## src/rtl/prg_dec_pkg.sv

```systemverilog
package prg_dec_pkg;
    localparam int CPU_AW     = 16;
    localparam int DATA_W     = 8;
    localparam int ROM_AW     = 17;
    localparam int RAM_AW     = 13;
    localparam int BANK_OFS_W = 12;
    localparam int LO_BANK_W  = 3;
    localparam int HI_BANK_W  = 4;

    typedef struct packed {
        logic [LO_BANK_W-1:0] lo_bank;
        logic                 mirror_h;
        logic [HI_BANK_W-1:0] hi_bank;
    } bank_state_t;

    typedef struct packed {
        logic              ram_hit;
        logic              rom_hit;
        logic              lo_reg_hit;
        logic              hi_reg_hit;
        logic [ROM_AW-1:0] rom_addr;
        logic [RAM_AW-1:0] ram_addr;
    } decode_t;
endpackage

```

## src/rtl/prg_bank_regs.sv

```systemverilog
module prg_bank_regs
    import prg_dec_pkg::*;
(
    input  logic              clk,
    input  logic              rst,
    input  logic              lo_we,
    input  logic              hi_we,
    input  logic [DATA_W-1:0] wdata,
    output bank_state_t       state
);
    bank_state_t state_d, state_q;

    always_comb begin
        state_d = state_q;
        if (lo_we) begin
            state_d.lo_bank  = wdata[LO_BANK_W-1:0];
            state_d.mirror_h = wdata[LO_BANK_W];
        end
        if (hi_we) begin
            state_d.hi_bank = wdata[HI_BANK_W-1:0];
        end
    end

    always_ff @(posedge clk) begin
        if (rst) state_q <= '0;
        else     state_q <= state_d;
    end

    assign state = state_q;

    assert_lo_load_R2: assert property (@(posedge clk) disable iff (rst)
        lo_we |=> (state_q.lo_bank == $past(wdata[LO_BANK_W-1:0]))
                  && (state_q.mirror_h == $past(wdata[LO_BANK_W])));

    assert_hi_load_R3: assert property (@(posedge clk) disable iff (rst)
        hi_we |=> (state_q.hi_bank == $past(wdata[HI_BANK_W-1:0])));

    assert_hold_without_write_R8: assert property (@(posedge clk) disable iff (rst)
        (!lo_we && !hi_we) |=> $stable(state_q));
endmodule

```

## src/rtl/prg_window_decode.sv

```systemverilog
module prg_window_decode
    import prg_dec_pkg::*;
(
    input  logic [CPU_AW-1:0] addr,
    input  bank_state_t       state,
    output decode_t           dec
);
    localparam logic [ROM_AW-1:0] LO_REGION_BASE = ROM_AW'(17'h10000);
    localparam logic [ROM_AW-1:0] FIXED_BASE     = ROM_AW'(17'h18000);

    logic [ROM_AW-1:0] ofs_fixed;
    logic [ROM_AW-1:0] split_bank_base;
    logic [ROM_AW-1:0] lo_bank_base;
    logic [ROM_AW-1:0] addr_ext;

    always_comb begin
        addr_ext        = ROM_AW'(addr);
        ofs_fixed       = FIXED_BASE + (addr_ext - ROM_AW'(17'h08000));
        split_bank_base = ROM_AW'(state.hi_bank) << BANK_OFS_W;
        lo_bank_base    = LO_REGION_BASE + (ROM_AW'(state.lo_bank) << BANK_OFS_W);

        dec            = '0;
        dec.lo_reg_hit = (addr >= 16'h8000) && (addr <= 16'h8FFF);
        dec.hi_reg_hit = (addr >= 16'h9000) && (addr <= 16'h9FFF);

        // RAM windows take priority over every ROM window
        if (addr >= 16'h6000 && addr <= 16'h6BFF) begin
            dec.ram_hit  = 1'b1;
            dec.ram_addr = RAM_AW'(addr - 16'h6000);
        end else if (addr >= 16'hB800 && addr <= 16'hBFFF) begin
            dec.ram_hit  = 1'b1;
            dec.ram_addr = RAM_AW'(addr - 16'hB800 + 16'h0C00);
        end else if (addr >= 16'hCC00 && addr <= 16'hD7FF) begin
            dec.ram_hit  = 1'b1;
            dec.ram_addr = RAM_AW'(addr - 16'hCC00 + 16'h1400);
        end else if (addr >= 16'h6C00 && addr <= 16'h6FFF) begin
            dec.rom_hit  = 1'b1;
            dec.rom_addr = split_bank_base + ROM_AW'(addr[BANK_OFS_W-1:0]);
        end else if (addr >= 16'h7000 && addr <= 16'h7FFF) begin
            dec.rom_hit  = 1'b1;
            dec.rom_addr = lo_bank_base + ROM_AW'(addr[BANK_OFS_W-1:0]);
        end else if (addr >= 16'hC000 && addr <= 16'hCBFF) begin
            dec.rom_hit  = 1'b1;
            dec.rom_addr = split_bank_base + ROM_AW'(addr[BANK_OFS_W-1:0]);
        end else if (addr >= 16'h8000) begin
            dec.rom_hit  = 1'b1;
            dec.rom_addr = ofs_fixed;
        end
    end
endmodule

```

## src/rtl/prg_bank_decoder.sv

```systemverilog
module prg_bank_decoder
    import prg_dec_pkg::*;
(
    input  logic              clk,
    input  logic              rst,
    input  logic [CPU_AW-1:0] cpu_addr,
    input  logic [DATA_W-1:0] cpu_wdata,
    input  logic              cpu_wr,
    input  logic              cpu_rd,
    output logic [ROM_AW-1:0] rom_addr,
    output logic              rom_sel,
    output logic [RAM_AW-1:0] ram_addr,
    output logic              ram_sel,
    output logic              ram_we,
    output logic              mirror_horiz
);
    bank_state_t state;
    decode_t     dec;
    logic        lo_we, hi_we;

    prg_window_decode u_decode (
        .addr  (cpu_addr),
        .state (state),
        .dec   (dec)
    );

    assign lo_we = cpu_wr && dec.lo_reg_hit && !dec.ram_hit;
    assign hi_we = cpu_wr && dec.hi_reg_hit && !dec.ram_hit;

    prg_bank_regs u_regs (
        .clk   (clk),
        .rst   (rst),
        .lo_we (lo_we),
        .hi_we (hi_we),
        .wdata (cpu_wdata),
        .state (state)
    );

    always_comb begin
        rom_sel      = cpu_rd && !cpu_wr && dec.rom_hit;
        ram_sel      = (cpu_rd || cpu_wr) && dec.ram_hit;
        ram_we       = cpu_wr && dec.ram_hit;
        rom_addr     = rom_sel ? dec.rom_addr : '0;
        ram_addr     = ram_sel ? dec.ram_addr : '0;
        mirror_horiz = state.mirror_h;
    end

    assert_sel_exclusive_R7: assert property (@(posedge clk) disable iff (rst)
        $onehot0({rom_sel, ram_sel}));

    assert_we_in_ram_R7: assert property (@(posedge clk) disable iff (rst)
        ram_we |-> (cpu_wr && ram_sel && !rom_sel));

    assert_rom_read_only_R10: assert property (@(posedge clk) disable iff (rst)
        rom_sel |-> (cpu_rd && !cpu_wr));

    assert_ram_write_keeps_mirror_R8: assert property (@(posedge clk) disable iff (rst)
        ram_we |=> $stable(mirror_horiz));

    assert_low_space_idle_R9: assert property (@(posedge clk) disable iff (rst)
        (cpu_addr < 16'h6000) |-> (!rom_sel && !ram_sel));
endmodule

```

## config.mk

```make
export PLATFORM = sky130hd
export DESIGN_NAME = prg_bank_decoder
export DESIGN_NICKNAME = d
export VERILOG_FILES = /design/src/rtl/prg_dec_pkg.sv /design/src/rtl/prg_bank_regs.sv /design/src/rtl/prg_window_decode.sv /design/src/rtl/prg_bank_decoder.sv
export SDC_FILE = /design/constraint.sdc
export NUM_CORES = 1
export LEC_CHECK = 0
export ABC_CLOCK_PERIOD_IN_PS = 3880
export CELL_PAD_IN_SITES_DETAIL_PLACEMENT = 1
export CELL_PAD_IN_SITES_GLOBAL_PLACEMENT = 2
export CORE_UTILIZATION = 37
export CTS_CLUSTER_DIAMETER = 50
export DETAILED_ROUTE_END_ITERATION = 16
export DONT_BUFFER_PORTS = 1
export PLACE_DENSITY = 0.93
export REMOVE_ABC_BUFFERS = 1
export SKIP_CTS_REPAIR_TIMING = 1
export SYNTH_ARGS = -nofsm -noshare
export SYNTH_HDL_FRONTEND = slang
export SYNTH_HIERARCHICAL = 1
export SYNTH_SLANG_ARGS = --single-unit
```

## constraint.sdc

```tcl
create_clock -name clk -period 3.88 [get_ports clk]
set_clock_uncertainty 0.15 [all_clocks]
set_input_delay 0.582 -clock clk [delete_from_list [all_inputs] [get_ports clk]]
set_output_delay 0.582 -clock clk [all_outputs]
set_load 0.01 [all_outputs]
```

After elaboration in Yosys (flattened, before gate mapping)
Index checks and enable logic that the tools add are counted.

storage, ports and cells
  bits in registers = 8
  latch bits = 0
  bits in writable memories = 0
  bits in read-only memories = 0
  bits of input ports = 28
  output and inout port bits = 34
  word-level logic and storage cells = 70
  memories kept = 0

cells by class
  add/sub/neg operators = 10
  $mul = 0
  divide/modulo/power cells = 0
  $lt $le $gt $ge = 16
  eq/ne operators = 0
  shifts and indexed selects = 0
  multiplexer cells = 22
  bitwise operators = 0
  reduce and logical (&&, ||, !) cells = 19

operator list
  operator                count
  $mux 17                 8
  $ge 16x16->1 const B    5
  $le 16x16->1 const B    5
  $mux 13                 4
  $ge 16x15->1 const B    3
  $le 16x15->1 const B    3
  $add 16x12->17          1
  $add 17x12->17          1
  $add 17x15->17 const A  1
  $add 17x17->17 const A  1
  $sub 16x16->17 const B  1
  $logic_and 1x1->1       16
  $add 13x12->13 const B  1
  $add 13x13->13 const B  1
  $sub 13x1->13 const B   1
  $sub 13x12->13 const B  1
  $sub 13x13->13 const B  1
  $mux 1                  10
  $logic_not 1->1         2
  $logic_or 1x1->1        1

Logic depth before layout (Yosys ltp)
  depth in word-level cells = 10
  depth in mapped cells = 12
  gate-level depth less buffers = 10

By module
The synthesis kept the hierarchy.

by module, submodules not included
  module             instances  cells each  area each (um^2)
  prg_window_decode  1          102         726.9
  prg_bank_decoder   1          43          385.4
  prg_bank_regs      1          27          284.0

Least setup slack after synthesis
Ideal clock, no wire load.

  kind = input to output
  from = in cpu_addr[10]
  to = out rom_addr[10]
  arrival = 2.284 ns
  data required time = 3.148 ns
  slack = 0.864 ns
  cell stages on the path = 10
  path buffers = 3
  path through = ha_1 buf_6 nor2b_4 o21ai_2 o21ai_4 nor3_4 buf_6 and2_1 buf_2 and4b_1

RTL lines
  what             RTL line                text
  start, declared  prg_bank_decoder.sv:6   input logic [CPU_AW-1:0] cpu_addr,
  end, declared    prg_bank_decoder.sv:10  output logic [ROM_AW-1:0] rom_addr,

==> flow_summary.json <==
{
  "max_cap_violations": 0,
  "fill_cells": 427,
  "cts.sinks": 8,
  "drive_above_1_share_pct": 11.5,
  "finalSetupTns_ns": 0,
  "initialDrtViolationCount": 40,
  "final_cell_mix": "and4b_1, o211a_1, and2_1, nor2_1, and3_1",
  "dieWidth_um": 63.4,
  "p_leak_nw": 0.687,
  "route.detailed.drc": 0,
  "rows": 21,
  "status": "completed",
  "areaGrowthSynthToFinish_pct": -1.34,
  "ys_seq_area_share_pct": 11.5,
  "dp_hpwl_um": 2830,
  "place_congestion": 0.705,
  "cts_buffers": 3,
  "clk_latency_ns": 0.22,
  "maxSlewViolCount": 0,
  "syn_inst": 172,
  "start_util_pct": 40.3,
  "syn_avg_cell_area_um2": 8.12,
  "slowest_delay_ns": 0.30,
  "dp_cells": 200,
  "grt_max_degree": 36,
  "ctsHtreeMaxLevel": 1,
  "ant_nets": 0,
  "syn_area_um2": 1400,
  "core_um2": 3470,
  "combPwrFrac_pct": 28.8,
  "power.share.sequential_pct": 33.3,
  "path_cells": "ha_1 -> nor2b_4 -> o21ai_2 -> o21ai_4 -> nor3_4 -> buf_4 -> inv_4 -> a211oi_1 -> and4b_1",
  "cp-end-kind": "output port",
  "synth.top_cell.area_share_pct": 12.2,
  "clk_root_buffer_cell": "clkbuf_8",
  "pwr-share-clk_pct": 38.0,
  "setup_viol_count_final": 0,
  "n_antenna_cell": 0,
  "portBuffers": 0,
  "hold_viol_final": 0,
  "powerDensity_nw_per_um2": 184,
  "layout.nets": 192,
  "crit_type": "in -> out",
  "internal_power_uw": 183,
  "hp-class": "in -> reg",
  "wire_per_inst_um": 18.8,
  "crit_fanout": 31,
  "required_ns": 3.15,
  "final_common_cell": "and4b_1",
  "clockBufferDepth": 2,
  "worst_pin_slew_ns": 0.573,
  "yosysUniqueCellTypes": 51,
  "vdd_drop_max_uv": 123,
  "io_pins": 62,
  "switching_share_pct": 27.7,
  "instances_no_fill": 203,
  "track_usage_pct": 18.6,
  "antenna_found_initial": 0,
  "largest_reg_flops": 8,
  "grt_first_pass_wirelength_um": 6100,
  "max_freq_ghz": 0.308,
  "ys_ff_latch": 8,
  "critPathLaunchType": "input port",
  "routed_wl_um": 3810,
  "vias": 1284,
  "period_needed_ns": 3.25,
  "drt_pass1_iterations": 4,
  "synth_top_area_cell": "and4b_1",
  "max-slew-margin-rel_pct": 61.8,
  "die_area_um2": 4020,
  "synthTopCellsByArea": "and4b_1, dfxtp_1, o211a_1",
  "worstPathArrival_ns": 2.52,
  "slowest_stage": "a211oi_1",
  "overflow": 0,
  "cts_tree": "yes",
  "grt_pass1_vias": 1298,
  "vias_per_cell": 6.33,
  "die_h_um": 63.4,
  "power_switching_uw": 70.3,
  "fin_crit_sh_pct": 83.7,
  "rsz0062_at_grt": "false",
  "ys_warn_count": 6,
  "path_clk_slew_ns": 0.04
}
[critical path: cells and delay by family]
kind,cells,cell delay [ns]
AOI/OAI and AO/OA,3,0.57
buffers and inverters,2,0.31
adders and majority gates,1,0.28
and+or+nand+nor,3,0.76
[power by group through the flow]
stage	Sequential, mW	Combinational (mW)	Clock (mW)
after detailed placement	0.0856	0.0724	0
after global routing	0.0843	0.0792	0.106
after CTS	0.0843	0.0729	0.0994
final	0.0843	0.0729	0.0962
after floorplan	0.0854	0.0567	0
after global placement	0.0856	0.0676	0
[final cells by class]
| cell class | count | area, µm² | share of cell area, % |
|---|---|---|---|
| clock buffers | 3 | 41.3 | 3.00 |
| multi-input cells | 138 | 1080 | 78.3 |
| repair buffers | 2 | 15.0 | 1.09 |
| inverters | 6 | 25.0 | 1.82 |
| flip-flops and latches | 8 | 160 | 11.6 |
| well taps | 46 | 57.6 | 4.18 |
[kinds of logic (layout without fill, tap and decap cells)]
kind of cell             count (synthesis)  count (layout)  share of synthesized area [%]
AO/OA/AOI/OAI                           40              40                           24.1
XOR/XNOR                                 1               1                          0.627
adder cells (fa/ha/maj)                  5               5                           4.48
buffers and inverters                   26              11                           11.3
flip-flops                               8               8                           11.5
multiplexers                             8               8                           5.73
AND/OR/NAND/NOR                         84              84                           42.3
[cells in the mapped netlist (all sizes together)]
cell,number
and4b,17
buf,15
and2,14
nor2,13
o211a,13
and3,12
dfxtp,8
mux2i,8
inv,6
nand2,6
o21ai,6
a21oi,5
clkbuf,5
ha,5
nor3,5
and3b,4
nor2b,4
a211oi,3
nand3,2
nand4,2
nor4,2
o21a,2
o22ai,2
a21o,1
a221o,1
a22o,1
a311oi,1
a31oi,1
a32oi,1
nand2b,1
nor4b,1
o21bai,1
o311a,1
o31ai,1
or3,1
xnor2,1
[per-layer routing]
| layer | vias to the layer above | part of all wire [%] | track usage [%] |
|---|---|---|---|
| met5 | - | 0 | 0 |
| met4 | 0 | 1.8 | 5.68 |
| met3 | 6 | 5.8 | 4.17 |
| met2 | 46 | 47 | 32.7 |
| met1 | 622 | 45 | 22.2 |
| li1 | 610 | - | - |
[worst paths after layout]
kind                                   to  slack (ns)  cells past startpoint                    startpoint
max reg2reg  u_regs/state[4]$_SDFFE_PP0P_        3.08                      2  u_regs/state[4]$_SDFFE_PP0P_
min reg2reg  u_regs/state[3]$_SDFFE_PP0P_        0.35                      2  u_regs/state[3]$_SDFFE_PP0P_
min          u_regs/state[3]$_SDFFE_PP0P_        0.27                      1                           rst
max                          rom_addr[15]        0.63                      9                  cpu_addr[10]
[through the flow]
stage	cell area, µm²	worst slack [ns]	power (mW)	hold WS (ns)	util (%)
3_3_place_gp	1340	0.729	0.153	0.329	38.5
6_report	1380	0.633	0.253	0.275	39.7
4_1_cts	1380	0.635	0.257	0.270	39.7
2_1_floorplan	1260	0.934	0.142	0.310	-
3_5_place_dp	1340	0.638	0.158	0.342	38.5
5_1_grt	1380	0.525	0.269	0.265	39.7
Note: power is estimated with default switching activity, not from simulation.
